$ cat src/rtl/dram_refresh_pkg.sv
package dram_refresh_pkg;

    typedef enum logic [1:0] {
        SEQ_IDLE  = 2'd0,
        SEQ_STROBE = 2'd1,
        SEQ_GAP   = 2'd2,
        SEQ_WRITE = 2'd3
    } seq_state_e;

endpackage

$ cat src/rtl/refresh_tick_gen.sv
module refresh_tick_gen #(
    parameter int unsigned TICK_DIV = 12
) (
    input  logic clk,
    input  logic rst_n,
    output logic tick
);

    generate
        if (TICK_DIV <= 1) begin : g_passthru
            assign tick = 1'b1;
        end else begin : g_divide
            localparam int unsigned CW = $clog2(TICK_DIV);
            localparam logic [CW-1:0] TOP = CW'(TICK_DIV - 1);

            logic [CW-1:0] div_d, div_q;

            always_comb begin
                if (div_q == TOP) div_d = '0;
                else              div_d = div_q + 1'b1;
            end

            always_ff @(posedge clk or negedge rst_n) begin
                if (!rst_n) div_q <= '0;
                else        div_q <= div_d;
            end

            assign tick = (div_q == TOP);
        end
    endgenerate

endmodule

$ cat src/rtl/refresh_interval_timer.sv
module refresh_interval_timer #(
    parameter int unsigned INTERVAL = 2500
) (
    input  logic clk,
    input  logic rst_n,
    input  logic tick,
    output logic expire
);

    localparam int unsigned IW = (INTERVAL > 1) ? $clog2(INTERVAL) : 1;
    localparam logic [IW-1:0] LAST = IW'(INTERVAL - 1);

    logic [IW-1:0] ivl_d, ivl_q;

    always_comb begin
        ivl_d = ivl_q;
        if (tick) begin
            if (ivl_q == LAST) ivl_d = '0;
            else               ivl_d = ivl_q + 1'b1;
        end
    end

    always_ff @(posedge clk or negedge rst_n) begin
        if (!rst_n) ivl_q <= '0;
        else        ivl_q <= ivl_d;
    end

    assign expire = tick && (ivl_q == LAST);

endmodule

$ cat src/rtl/refresh_sequencer.sv
module refresh_sequencer
    import dram_refresh_pkg::*;
#(
    parameter int unsigned ADDR_W  = 20,
    parameter int unsigned DATA_W  = 8,
    parameter int unsigned ROW_W   = 9,
    parameter int unsigned RAS_CYC = 2,
    parameter int unsigned GAP_CYC = 1,
    parameter int unsigned WR_CYC  = 3
) (
    input  logic              clk,
    input  logic              rst_n,
    input  logic              expire,
    input  logic              cl_req,
    input  logic [ADDR_W-1:0] cl_addr,
    input  logic [DATA_W-1:0] cl_data,
    output logic              cl_ready,
    output logic [ADDR_W-1:0] mem_addr,
    output logic [DATA_W-1:0] mem_data,
    output logic              mem_we,
    output logic              ras,
    output logic              busy,
    output logic              done
);

    localparam int unsigned MAX_CYC = (RAS_CYC > GAP_CYC) ?
                                      ((RAS_CYC > WR_CYC) ? RAS_CYC : WR_CYC) :
                                      ((GAP_CYC > WR_CYC) ? GAP_CYC : WR_CYC);
    localparam int unsigned CNT_W = $clog2(MAX_CYC + 1);
    localparam logic [CNT_W-1:0] RAS_END = CNT_W'(RAS_CYC - 1);
    localparam logic [CNT_W-1:0] GAP_END = CNT_W'(GAP_CYC - 1);
    localparam logic [CNT_W-1:0] WR_END  = CNT_W'(WR_CYC - 1);
    localparam logic [ROW_W-1:0] ROW_LAST = '1;

    typedef struct packed {
        seq_state_e        st;
        logic [ROW_W-1:0]  row;
        logic [CNT_W-1:0]  cnt;
        logic              pend;
        logic              done;
        logic [ADDR_W-1:0] waddr;
        logic [DATA_W-1:0] wdata;
    } seq_regs_t;

    seq_regs_t seq_d, seq_q;

    always_comb begin
        seq_d      = seq_q;
        seq_d.done = 1'b0;
        seq_d.pend = seq_q.pend | expire;

        unique case (seq_q.st)
            SEQ_IDLE: begin
                if (seq_q.pend) begin
                    seq_d.st   = SEQ_STROBE;
                    seq_d.cnt  = '0;
                    seq_d.pend = expire;
                end else if (cl_req) begin
                    seq_d.st    = SEQ_WRITE;
                    seq_d.cnt   = '0;
                    seq_d.waddr = cl_addr;
                    seq_d.wdata = cl_data;
                end
            end
            SEQ_STROBE: begin
                if (seq_q.cnt == RAS_END) begin
                    seq_d.st  = SEQ_GAP;
                    seq_d.cnt = '0;
                end else begin
                    seq_d.cnt = seq_q.cnt + 1'b1;
                end
            end
            SEQ_GAP: begin
                if (seq_q.cnt == GAP_END) begin
                    seq_d.cnt = '0;
                    if (seq_q.row == ROW_LAST) begin
                        seq_d.st   = SEQ_IDLE;
                        seq_d.row  = '0;
                        seq_d.done = 1'b1;
                    end else begin
                        seq_d.st  = SEQ_STROBE;
                        seq_d.row = seq_q.row + 1'b1;
                    end
                end else begin
                    seq_d.cnt = seq_q.cnt + 1'b1;
                end
            end
            SEQ_WRITE: begin
                if (seq_q.cnt == WR_END) begin
                    seq_d.st  = SEQ_IDLE;
                    seq_d.cnt = '0;
                end else begin
                    seq_d.cnt = seq_q.cnt + 1'b1;
                end
            end
            default: seq_d.st = SEQ_IDLE;
        endcase
    end

    always_ff @(posedge clk or negedge rst_n) begin
        if (!rst_n) begin
            seq_q.st    <= SEQ_IDLE;
            seq_q.row   <= '0;
            seq_q.cnt   <= '0;
            seq_q.pend  <= 1'b0;
            seq_q.done  <= 1'b0;
            seq_q.waddr <= '0;
            seq_q.wdata <= '0;
        end else begin
            seq_q <= seq_d;
        end
    end

    logic in_burst;
    assign in_burst = (seq_q.st == SEQ_STROBE) || (seq_q.st == SEQ_GAP);

    assign ras      = (seq_q.st == SEQ_STROBE);
    assign busy     = in_burst;
    assign done     = seq_q.done;
    assign mem_we   = (seq_q.st == SEQ_WRITE);
    assign cl_ready = (seq_q.st == SEQ_IDLE) && !seq_q.pend;

    always_comb begin
        mem_addr = '0;
        mem_data = '0;
        if (seq_q.st == SEQ_WRITE) begin
            mem_addr = seq_q.waddr;
            mem_data = seq_q.wdata;
        end else if (in_burst) begin
            mem_addr = ADDR_W'(seq_q.row);
        end
    end

endmodule

$ cat src/rtl/dram_refresh_ctrl.sv
module dram_refresh_ctrl #(
    parameter int unsigned TICK_DIV = 12,
    parameter int unsigned INTERVAL = 2500,
    parameter int unsigned ADDR_W   = 20,
    parameter int unsigned DATA_W   = 8,
    parameter int unsigned ROW_W    = 9,
    parameter int unsigned RAS_CYC  = 2,
    parameter int unsigned GAP_CYC  = 1,
    parameter int unsigned WR_CYC   = 3
) (
    input  logic              clk,
    input  logic              rst_n,
    input  logic              cl_req,
    input  logic [ADDR_W-1:0] cl_addr,
    input  logic [DATA_W-1:0] cl_data,
    output logic              cl_ready,
    output logic [ADDR_W-1:0] mem_addr,
    output logic [DATA_W-1:0] mem_data,
    output logic              mem_we,
    output logic              ras,
    output logic              busy,
    output logic              done
);

    logic tick;
    logic expire;

    refresh_tick_gen #(
        .TICK_DIV(TICK_DIV)
    ) u_tick (
        .clk  (clk),
        .rst_n(rst_n),
        .tick (tick)
    );

    refresh_interval_timer #(
        .INTERVAL(INTERVAL)
    ) u_timer (
        .clk   (clk),
        .rst_n (rst_n),
        .tick  (tick),
        .expire(expire)
    );

    refresh_sequencer #(
        .ADDR_W (ADDR_W),
        .DATA_W (DATA_W),
        .ROW_W  (ROW_W),
        .RAS_CYC(RAS_CYC),
        .GAP_CYC(GAP_CYC),
        .WR_CYC (WR_CYC)
    ) u_seq (
        .clk     (clk),
        .rst_n   (rst_n),
        .expire  (expire),
        .cl_req  (cl_req),
        .cl_addr (cl_addr),
        .cl_data (cl_data),
        .cl_ready(cl_ready),
        .mem_addr(mem_addr),
        .mem_data(mem_data),
        .mem_we  (mem_we),
        .ras     (ras),
        .busy    (busy),
        .done    (done)
    );

endmodule

$ cat config.mk
export PLATFORM = sky130hd
export DESIGN_NAME = dram_refresh_ctrl
export DESIGN_NICKNAME = d
export VERILOG_FILES = /design/src/rtl/dram_refresh_pkg.sv /design/src/rtl/refresh_tick_gen.sv /design/src/rtl/refresh_interval_timer.sv /design/src/rtl/refresh_sequencer.sv /design/src/rtl/dram_refresh_ctrl.sv
export SDC_FILE = /design/constraint.sdc
export NUM_CORES = 1
export LEC_CHECK = 0
export ABC_AREA = 1
export BUFFER_PORTS_ARGS = -buffer_cell sky130_fd_sc_hd__clkbuf_2
export CAP_MARGIN = 25
export CORE_UTILIZATION = 50
export DETAILED_ROUTE_END_ITERATION = 10
export PLACE_DENSITY_LB_ADDON = 0.2
export SYNTH_ARGS = -nofsm -noshare
export SYNTH_HDL_FRONTEND = slang
export SYNTH_SLANG_ARGS = --single-unit
$ cat constraint.sdc
create_clock -name clk -period 1.71 [get_ports clk]
set_clock_uncertainty 0.1 [all_clocks]
set_input_delay 0.2565 -clock clk [delete_from_list [all_inputs] [get_ports clk]]
set_output_delay 0.2565 -clock clk [all_outputs]
set_load 0.05 [all_outputs]
==> flow_metrics.env, run 1 <==
export IMPL_drive_gt1_share_pct=44.9
export IMPL_cp_end_kind="output port"
export IMPL_timing_final_ws_setup_ns=-0.226
export IMPL_initial_utilization_pct=52.8
export IMPL_crit_start="u_seq.seq_q[42]"
export IMPL_antenna_found_initial=0
export IMPL_required_ns=1.35
export IMPL_outcome="complete, but fails checks"
export IMPL_ys_flop_type="dfrtp_1"
export IMPL_synth_seq_cells=59
export IMPL_antennaDiodeCount=0
export IMPL_synthDistinctLibCells=26
export IMPL_post_route_period_util_pct=113
export IMPL_track_usage_pct=22.8
export IMPL_die_area_sq_um=6680
export IMPL_die_h_um=81.8
export IMPL_final_cell_area_sq_um=4620
export IMPL_max_freq_ghz=0.517
export IMPL_dp_cells=510
export IMPL_p_clk_share_pct=16.9
export IMPL_reg2reg_depth=8
export IMPL_period_needed_ns=1.94
export IMPL_syn_inst=365
export IMPL_drc_errors=0
export IMPL_p_per_area_nw_per_um2=1840
export IMPL_cp_max_fo=5
export IMPL_cts_reportedPaths_clkPinSlew_ns=0.08
export IMPL_hold_ws_ns=0.0330
export IMPL_cts_sinks=59
export IMPL_hold_viol_final=0
export IMPL_rows=28
export IMPL_syn_avg_cell_area_sq_um=8.71
export IMPL_synth_enable_flop_cells=0
export IMPL_violations="setup timing"
export IMPL_irDropWorstVdd_uv=1230
export IMPL_p_sw_mw=3.63
export IMPL_tightest_slew_ns=0.446
export IMPL_avgViaCountPerCell=5.13
export IMPL_io_buffers=63
export IMPL_synth_seq_area_share_pct=46.4
export IMPL_power_mw=8.49
export IMPL_wire_per_inst_um=15.2
export IMPL_syn_nets=410
export IMPL_area_growth_pct=45.2
export IMPL_slew_viol_final=0
export IMPL_yosys_area_top_type_share_pct=46.4
export IMPL_numCtsBuffers=9
export IMPL_final_common_cell="nand2_1"
export IMPL_ys_warn_count=0
export IMPL_place_congestion=0.889
export IMPL_ios=64
export IMPL_fillers=381
export IMPL_fin_util_pct=76.6
export IMPL_syn_area_sq_um=3180
export IMPL_grt_max_degree=45
export IMPL_clk_path_buf_depth=2
export IMPL_vias=2784
export IMPL_grt_pass1_wl_mm=11.3
export IMPL_clkLatencyLatePin_ns=0.35
export IMPL_grt_pass1_vias=2546
export IMPL_r2r_end="u_seq.seq_q[25]"
export IMPL_postRouteWirelength_mm=8.26
export IMPL_stdcell_count=543
export IMPL_p_int_mw=4.87
export IMPL_core_area_sq_um=6030
export IMPL_slew_headroom_pct=70.2
export IMPL_r2r_start="u_seq.seq_q[42]"
export IMPL_cts_tree="done"
export IMPL_r2r_slack_ns=-0.04
export IMPL_arrival_ns=1.58
export IMPL_drt_iter0_drc=160
export IMPL_min_path_cells=2
export IMPL_dp_hpwl_mm=5.09
export IMPL_crit_type="flop to output port"
export IMPL_maxCapViolations=0
export IMPL_final_antenna_net_count=0
export IMPL_dpl_cell_area_sq_um=3800
export IMPL_p_leak_nw=2.29
export IMPL_hold_end="u_seq.seq_q[5]"
export IMPL_die_x_um=81.8
export IMPL_seqPwrFrac_pct=26.1
export IMPL_cts_root_buf="clkbuf_8"
export IMPL_min_path_type="input pin to flop"
export IMPL_p_sw_share_pct=42.7
export IMPL_overflow=0
export IMPL_rsz0062_at_grt="true"
export IMPL_synth_largest_area_cell="dfrtp_1"
export IMPL_synth_area_leaders="dfrtp_1 (46%), nand2_1 (12%), mux2_4 (9.4%)"
export IMPL_min_from="cl_data[5]"
export IMPL_dr_pass1_iters=5
export IMPL_comb_power_share_pct=57.0
export IMPL_setup_violations=53
export IMPL_async_flop_share_pct=100
export IMPL_nets=508
export IMPL_htreeDepth=3
export IMPL_mostFrequentLayoutCells="nand2_1 (71), dfrtp_1 (57), inv_1 (35), nor2_1 (35), clkbuf_2 (31)"
export IMPL_crit_path_start_kind="flop"
## state kept, by name, indices dropped and copies added, names as in the netlist
register and cells:
u_tick.g_divide.div_q 4, u_seq.done 1, u_seq.seq_q 42, u_timer.ivl_q 12
## stage by stage
| step | setup TNS, ns | setup WS [ns] |
|---|---|---|
| 3_5_place_dp | -0.692 | -0.103 |
| 4_1_cts | -6.47 | -0.244 |
| 6_report | -5.38 | -0.226 |
| 5_1_grt | -8.24 | -0.293 |
| 2_1_floorplan | -4.47 | -0.142 |
| 3_3_place_gp | -0.00944 | -0.00393 |
## worst max-delay path by stage
stage / end / cells past startpoint
after detailed placement: mem_addr[2] / 5
after floorplan: mem_addr[17] / 5
after global placement: mem_addr[5] / 5
final: mem_addr[7] / 6
after global routing: mem_addr[3] / 6
after CTS: mem_addr[6] / 5
## what timing repair did
action,in CTS,in global routing
buffers inserted,3,10
hold buffers,1,0
hold endpoints to repair,15,0
pin swaps,1,8
setup endpoints to repair,33,69
cloned,0,3
gates resized for setup,41,113
## area by class of cell
cell class / instances / area (sq um) / share of cell area [%]
Sequential cell: 59 / 1480 / 32.0
Timing Repair Buffer: 94 / 896 / 19.4
Tap cell: 75 / 93.8 / 2.03
Multi-Input combinational cell: 240 / 1630 / 35.2
Inverter: 59 / 298 / 6.45
Clock inverter: 7 / 100 / 2.17
Clock buffer: 9 / 124 / 2.68
## synth_stat cells (all sizes together), types with 2 or more instances
master,n
ha,14
buf,5
nand2,101
a21oi,4
o21ai,9
xor2,3
xnor2,2
dfrtp,59
clkbuf,2
inv,58
mux2,28
nor2,36
nand3,31
nand4,4
nor3,4
## power groups by stage
stage	registers, mW	clock network (mW)	logic (mW)
global placement	2.12	0	3.48
CTS	2.12	1.46	3.87
finish	2.22	1.44	4.84
global route	2.26	1.52	5.10
detailed placement	2.14	0	3.53
floorplan	2.07	0	2.81
## critical path: stages, from the launching register on
cell and delay [ns]:
dfrtp_2 0.43, inv_4 0.06, ha_4 0.29, buf_6 0.13, nand3_1 0.10, nand2_2 0.09
buf_8 0.14
## routing by layer
layer	share of wire, %	up-vias	track usage [%]
met3	4.3	17	7.11
li1	-	1335	-
met1	40	1349	27.0
met5	0	-	0
met4	2.2	0	6.49
met2	54	83	39.6
## cells by family (layout without fill, tap and decap cells)
group                      Yosys count  after routing  synth area share (%)
adders and majority gates           14             14                  5.51
and+or+nand+nor                    179            179                  23.8
AOI/OAI and AO/OA                   14             14                  2.28
xor gates and xnor gates             5              5                  1.38
DFF                                 59             59                  46.4
buffers and inverters               66            169                  8.38
muxes                               28             28                  12.3
No activity file was read; power rests on OpenSTA's default activity.
==> run 2, diff against run 1 <==
SYNTH_HIERARCHICAL = 1   (was unset)
==> flow_metrics.env, run 2 <==
export IMPL_setup_violations=32
export IMPL_fin_tns_setup_ns=-4.21
export IMPL_critPathSlowestCell="dfrtp_2"
export IMPL_reg2reg_depth=9
export IMPL_syn_nets=468
export IMPL_antenna_found_initial=0
export IMPL_htreeDepth=3
export IMPL_tightest_slew_ns=0.401
export IMPL_final_antenna_net_count=0
export IMPL_cts_tree="done"
export IMPL_synth_enable_flop_cells=0
export IMPL_regMostFlops="u_seq/seq_q"
export IMPL_crit_path_frequent_cell="buf_12"
export IMPL_dr_pass1_iters=4
export IMPL_slew_headroom_pct=73.3
export IMPL_syn_avg_cell_area_sq_um=7.59
export IMPL_synth_seq_area_share_pct=46.0
export IMPL_dpl_cell_area_sq_um=3910
export IMPL_final_cell_area_sq_um=4640
export IMPL_maxCapViolations=0
export IMPL_hold_viol_final=0
export IMPL_max_freq_ghz=0.513
export IMPL_period_needed_ns=1.95
export IMPL_post_route_period_util_pct=114
export IMPL_ys_warn_count=6
export IMPL_yosys_area_top_type_share_pct=46.0
export IMPL_largest_register_ffs=42
export IMPL_p_leak_nw=2.31
export IMPL_rsz0062_at_grt="true"
export IMPL_place_ws_ns=-0.0461
export IMPL_slew_viol_final=0
export IMPL_die_area_sq_um=6740
export IMPL_hold_ws_ns=0.0518
export IMPL_grt_max_degree=47
export IMPL_outcome="complete, but fails checks"
export IMPL_ys_flop_type="dfrtp_1"
export IMPL_crit_path_start_kind="flop"
export IMPL_r2r_start="u_seq/seq_q[33]"
export IMPL_cp_top_family="flip-flops"
export IMPL_top_regs="u_seq/seq_q (42), u_timer/ivl_q (12), u_tick/g_divide.div_q (4)"
export IMPL_grt_pass1_wl_mm=12.5
export IMPL_max_stage_delay_ns=0.45
export IMPL_postRouteWirelength_mm=7.69
export IMPL_avgViaCountPerCell=5.16
export IMPL_mostFrequentLayoutCells="nand2_1 (131), dfrtp_1 (57), nand3_1 (49)"
export IMPL_min_path_type="input pin to flop"
export IMPL_vias=3006
export IMPL_syn_area_sq_um=3210
export IMPL_drt_iter0_drc=194
export IMPL_cts_sinks=59
export IMPL_synthDistinctLibCells=30
export IMPL_cp_max_fo=5
export IMPL_die_h_um=82.1
export IMPL_required_ns=1.35
export IMPL_grt_pass1_vias=2810
export IMPL_crit_type="flop to output port"
export IMPL_ios=64
export IMPL_cts_reportedPaths_clkPinSlew_ns=0.07
export IMPL_core_area_sq_um=6060
export IMPL_crit_start="u_seq/seq_q[41]"
export IMPL_cp_depth=6
export IMPL_initial_utilization_pct=53.0
export IMPL_dp_hpwl_mm=5.11
export IMPL_min_from="cl_data[3]"
export IMPL_timing_final_ws_setup_ns=-0.241
export IMPL_syn_inst=423
export IMPL_synth_most_common_cell="nand2_1"
export IMPL_rows=28
export IMPL_track_usage_pct=24.5
export IMPL_overflow=0
export IMPL_cts_root_buf="clkbuf_8"
export IMPL_numCtsBuffers=9
export IMPL_clkLatencyLatePin_ns=0.33
export IMPL_drc_errors=0
export IMPL_cp_end_kind="output port"
export IMPL_place_congestion=0.840
export IMPL_arrival_ns=1.59
export IMPL_synth_area_leaders="dfrtp_1 (46%), nand2_1 (18%), nand3_1 (7.6%)"
export IMPL_drive_gt1_share_pct=35.2
export IMPL_nets=548
export IMPL_synth_common_cells="nand2_1 (155), dfrtp_1 (59), inv_1 (57), nand3_1 (49), nor2_1 (23)"
export IMPL_p_per_area_nw_per_um2=1760
export IMPL_cp_cell_sequence="ha_4 > clkinvlp_4 > buf_12 > nand2_8 > o21ai_4 > buf_12"
export IMPL_final_common_cell="nand2_1"
export IMPL_synth_seq_cells=59
export IMPL_antennaDiodeCount=0
export IMPL_io_buffers=63
export IMPL_power_mw=8.16
export IMPL_synth_largest_area_cell="dfrtp_1"
export IMPL_area_growth_pct=44.5
export IMPL_violations="setup timing"
export IMPL_crit_buf_inv=3
export IMPL_async_flop_share_pct=100
export IMPL_irDropWorstVdd_uv=1940
export IMPL_clk_path_buf_depth=2
export IMPL_die_x_um=82.1
export IMPL_wire_per_inst_um=13.2
export IMPL_min_path_cells=3
==> run 2: cell count changes after synthesis, sizes merged, moves of 2 or more <==
cell,change
a21o,+2
buf,+5
inv,+3
mux2,-28
nand2,+58
nand3,+20
nor2,-2
nor3,-2
o21ai,+4
o21bai,+2
==> run 2: routing by layer <==
metal  vias up  global-route usage [%]  wire length [um]
li1       1464                       -                 -
met1      1438                    32.6              3330
met2        97                    40.5              3900
met3         7                    3.52               377
met4         0                    9.65                84
met5         -                       0                 0
==> run 2: final timing paths <==
check                           slack [ns]               end
worst min-delay path                  0.05    u_seq/seq_q[3]
worst max register to register       -0.01   u_seq/seq_q[35]
worst min register to register        0.39   u_seq/seq_q[13]
max in group asynchronous             0.66   u_seq/seq_q[22]
worst max-delay path                 -0.24       mem_addr[2]
min in group asynchronous             0.28  u_timer/ivl_q[0]
==> run 2: area by class of cell <==
type	count	area, sq um
clock buffers	11	141
well taps	75	93.8
clock inverters	5	100
multi-input cells	291	1640
repair buffers	80	878
inverters	62	308
fillers	414	1420
flip-flops and latches	59	1480
==> run 2: kinds of logic after synthesis <==
kind of cell	synth area share (%)
and+or+nand+nor	34.0
buffers and inverters	9.20
DFF	46.0
AOI/OAI and AO/OA	4.48
adders and majority gates	5.46
xor gates and xnor gates	0.819
==> run 2: per-stage QoR <==
| step | utilization, % | std cells |
|---|---|---|
| after floorplan | - | 423 |
| after global placement | 64.5 | 561 |
| after detailed placement | 64.5 | 561 |
| after CTS | 75.0 | 580 |
| after global routing | 76.5 | 583 |
| final | 76.5 | 583 |
==> run 2: power by group <==
group / internal, mW / switching (mW)
sequential: 1.82 / 0.334
combinational: 1.84 / 2.64
clock: 1.00 / 0.526
==> run 2: worst reg2reg max path, stage by stage, from the launching register on <==
cell and delay, ns:
dfrtp_1 0.41, ha_4 0.17, nand3_1 0.09, nor3_2 0.23, ha_2 0.22, inv_2 0.06, nor2_4 0.12, inv_2 0.08
o21ai_1 0.09, nor2_1 0.05
==> run 2: timing repair <==
| item | CTS | global route |
|---|---|---|
| setup buffers | 3 | 3 |
| pin swaps | 2 | 5 |
| setup endpoints to repair | 54 | 72 |
| endpoints found under the hold margin | 13 | 0 |
| hold buffers | 1 | 0 |
| resized for setup | 87 | 29 |
==> run 3, diff against run 2 <==
CELL_PAD_IN_SITES_DETAIL_PLACEMENT = 1   (was unset)
CELL_PAD_IN_SITES_GLOBAL_PLACEMENT = 1   (was unset)
CORE_UTILIZATION = 36   (was 50)
==> flow_metrics.env, run 3 (same netlist as run 2, synthesis figures left out) <==
export IMPL_cts_tree="done"
export IMPL_postRouteWirelength_mm=9.84
export IMPL_vias=3076
export IMPL_dr_pass1_iters=4
export IMPL_power_mw=8.66
export IMPL_register_area_sq_um=1480
export IMPL_cts_root_buf="clkbuf_8"
export IMPL_cts_sinks=59
export IMPL_outcome="complete, but fails checks"
export IMPL_min_path_type="input pin to flop"
export IMPL_clk_path_buf_depth=2
export IMPL_grt_pass1_wl_mm=15.2
export IMPL_die_area_sq_um=9300
export IMPL_largest_register_ffs=42
export IMPL_multi_input_area_sq_um=1680
export IMPL_mostFrequentLayoutCells="nand2_1 (131), dfrtp_1 (57), nand3_1 (48)"
export IMPL_slew_viol_final=0
export IMPL_clkLatencyLatePin_ns=0.35
export IMPL_overflow=0
export IMPL_p_int_mw=4.85
export IMPL_area_growth_pct=51.6
export IMPL_hold_ws_ns=0.0306
export IMPL_p_sw_share_pct=44.0
export IMPL_hold_end="u_seq/seq_q[25]"
export IMPL_violations="setup timing"
export IMPL_crit_path_start_kind="flop"
export IMPL_min_from="cl_addr[17]"
export IMPL_top_regs="u_seq/seq_q (42), u_timer/ivl_q (12), u_tick/g_divide.div_q (4)"
export IMPL_place_congestion=0.823
export IMPL_maxCapViolations=0
export IMPL_irDropWorstVdd_uv=990
export IMPL_seqPwrFrac_pct=24.8
export IMPL_stdcell_count=634
export IMPL_antennaDiodeCount=0
export IMPL_avgViaCountPerCell=4.85
export IMPL_timing_final_ws_setup_ns=-0.246
export IMPL_rows=34
export IMPL_wire_per_inst_um=15.5
export IMPL_nets=566
export IMPL_drt_iter0_drc=92
export IMPL_final_antenna_net_count=0
export IMPL_required_ns=1.35
export IMPL_htreeDepth=3
export IMPL_p_per_area_nw_per_um2=1780
export IMPL_core_area_sq_um=8680
export IMPL_rsz0062_at_grt="true"
export IMPL_drive_gt1_share_pct=38.8
export IMPL_grt_max_degree=21
export IMPL_fillers=1017
export IMPL_final_cell_area_sq_um=4860
export IMPL_die_h_um=96.4
export IMPL_regMostFlops="u_seq/seq_q"
export IMPL_p_clk_share_pct=18.1
export IMPL_io_buffers=63
export IMPL_post_route_period_util_pct=114
export IMPL_cts_reportedPaths_clkPinSlew_ns=0.08
export IMPL_cp_max_fo=5
export IMPL_antenna_found_initial=0
export IMPL_reg2reg_depth=8
export IMPL_fin_util_pct=56.1
export IMPL_r2r_end="u_seq/seq_q[41]"
export IMPL_r2r_slack_ns=-0.06
export IMPL_period_needed_ns=1.96
export IMPL_initial_utilization_pct=37.0
export IMPL_dp_hpwl_mm=6.84
export IMPL_hold_viol_final=0
export IMPL_p_sw_mw=3.81
export IMPL_comb_power_share_pct=57.1
export IMPL_die_x_um=96.4
export IMPL_min_path_cells=3
export IMPL_max_freq_ghz=0.511
export IMPL_final_common_cell="nand2_1"
export IMPL_drc_errors=0
export IMPL_arrival_ns=1.60
export IMPL_ios=64
export IMPL_crit_start="u_seq/seq_q[42]"
export IMPL_dp_cells=605
export IMPL_cp_end_kind="output port"
export IMPL_numCtsBuffers=9
export IMPL_r2r_start="u_seq/seq_q[33]"
export IMPL_crit_type="flop to output port"
export IMPL_dpl_cell_area_sq_um=4030
export IMPL_place_ws_ns=-0.0316
export IMPL_grt_pass1_vias=3147
export IMPL_setup_violations=33
export IMPL_slew_headroom_pct=68.3
export IMPL_track_usage_pct=22.1
export IMPL_tightest_slew_ns=0.475
export IMPL_p_leak_nw=2.39
export IMPL_fin_tns_setup_ns=-4.97
run 3: cell types whose count changed in the layout (fill, tap and decap cells not counted), sizes merged:
| cell | change |
|---|---|
| buf | +16 |
| clkinv | +1 |
| clkinvlp | +1 |
run 3: worst max path at each step:
| stage | cells past startpoint | to | slack (ns) |
|---|---|---|---|
| detailed placement | 9 | u_seq/seq_q[35] | -0.03 |
| finish | 6 | mem_addr[7] | -0.25 |
| CTS | 6 | mem_addr[7] | -0.28 |
| global placement | 5 | mem_addr[2] | 0.04 |
| floorplan | 4 | mem_addr[2] | -0.008 |
| global route | 6 | mem_addr[7] | -0.30 |
run 3: critical path: stages, from the launching register on:
cell	delay [ns]
dfrtp_2	0.45
ha_4	0.20
clkinvlp_4	0.10
buf_12	0.11
nand2_8	0.08
o21ai_4	0.15
buf_8	0.16
run 3: power groups by stage:
stage	Clock, mW	Combinational (mW)	Sequential, mW
floorplan	0	2.67	2.04
global placement	0	3.65	2.07
detailed placement	0	3.75	2.10
CTS	1.60	4.62	2.11
global route	1.66	5.27	2.20
finish	1.56	4.94	2.15
run 3: timing repair:
item | in CTS | in global routing
hold buffers | 1 | 0
hold endpoints to repair | 12 | 0
setup buffers | 10 | 3
pin swaps | 6 | 7
resized for setup | 92 | 37
setup endpoints to repair | 34 | 69
run 3: final cells by class:
type	count	area share, %
Timing Repair Buffer	98	21.0
Multi-Input combinational cell	291	34.5
Clock buffer	9	2.55
Tap cell	108	2.78
Inverter	62	6.38
Clock inverter	7	2.39
Sequential cell	59	30.4
run 3: per-layer routing:
metal  wire length (um)  GRT usage (%)
met5                  0              0
met2               5010           37.3
met3                325           5.63
met1               4340           27.2
met4                172           8.09
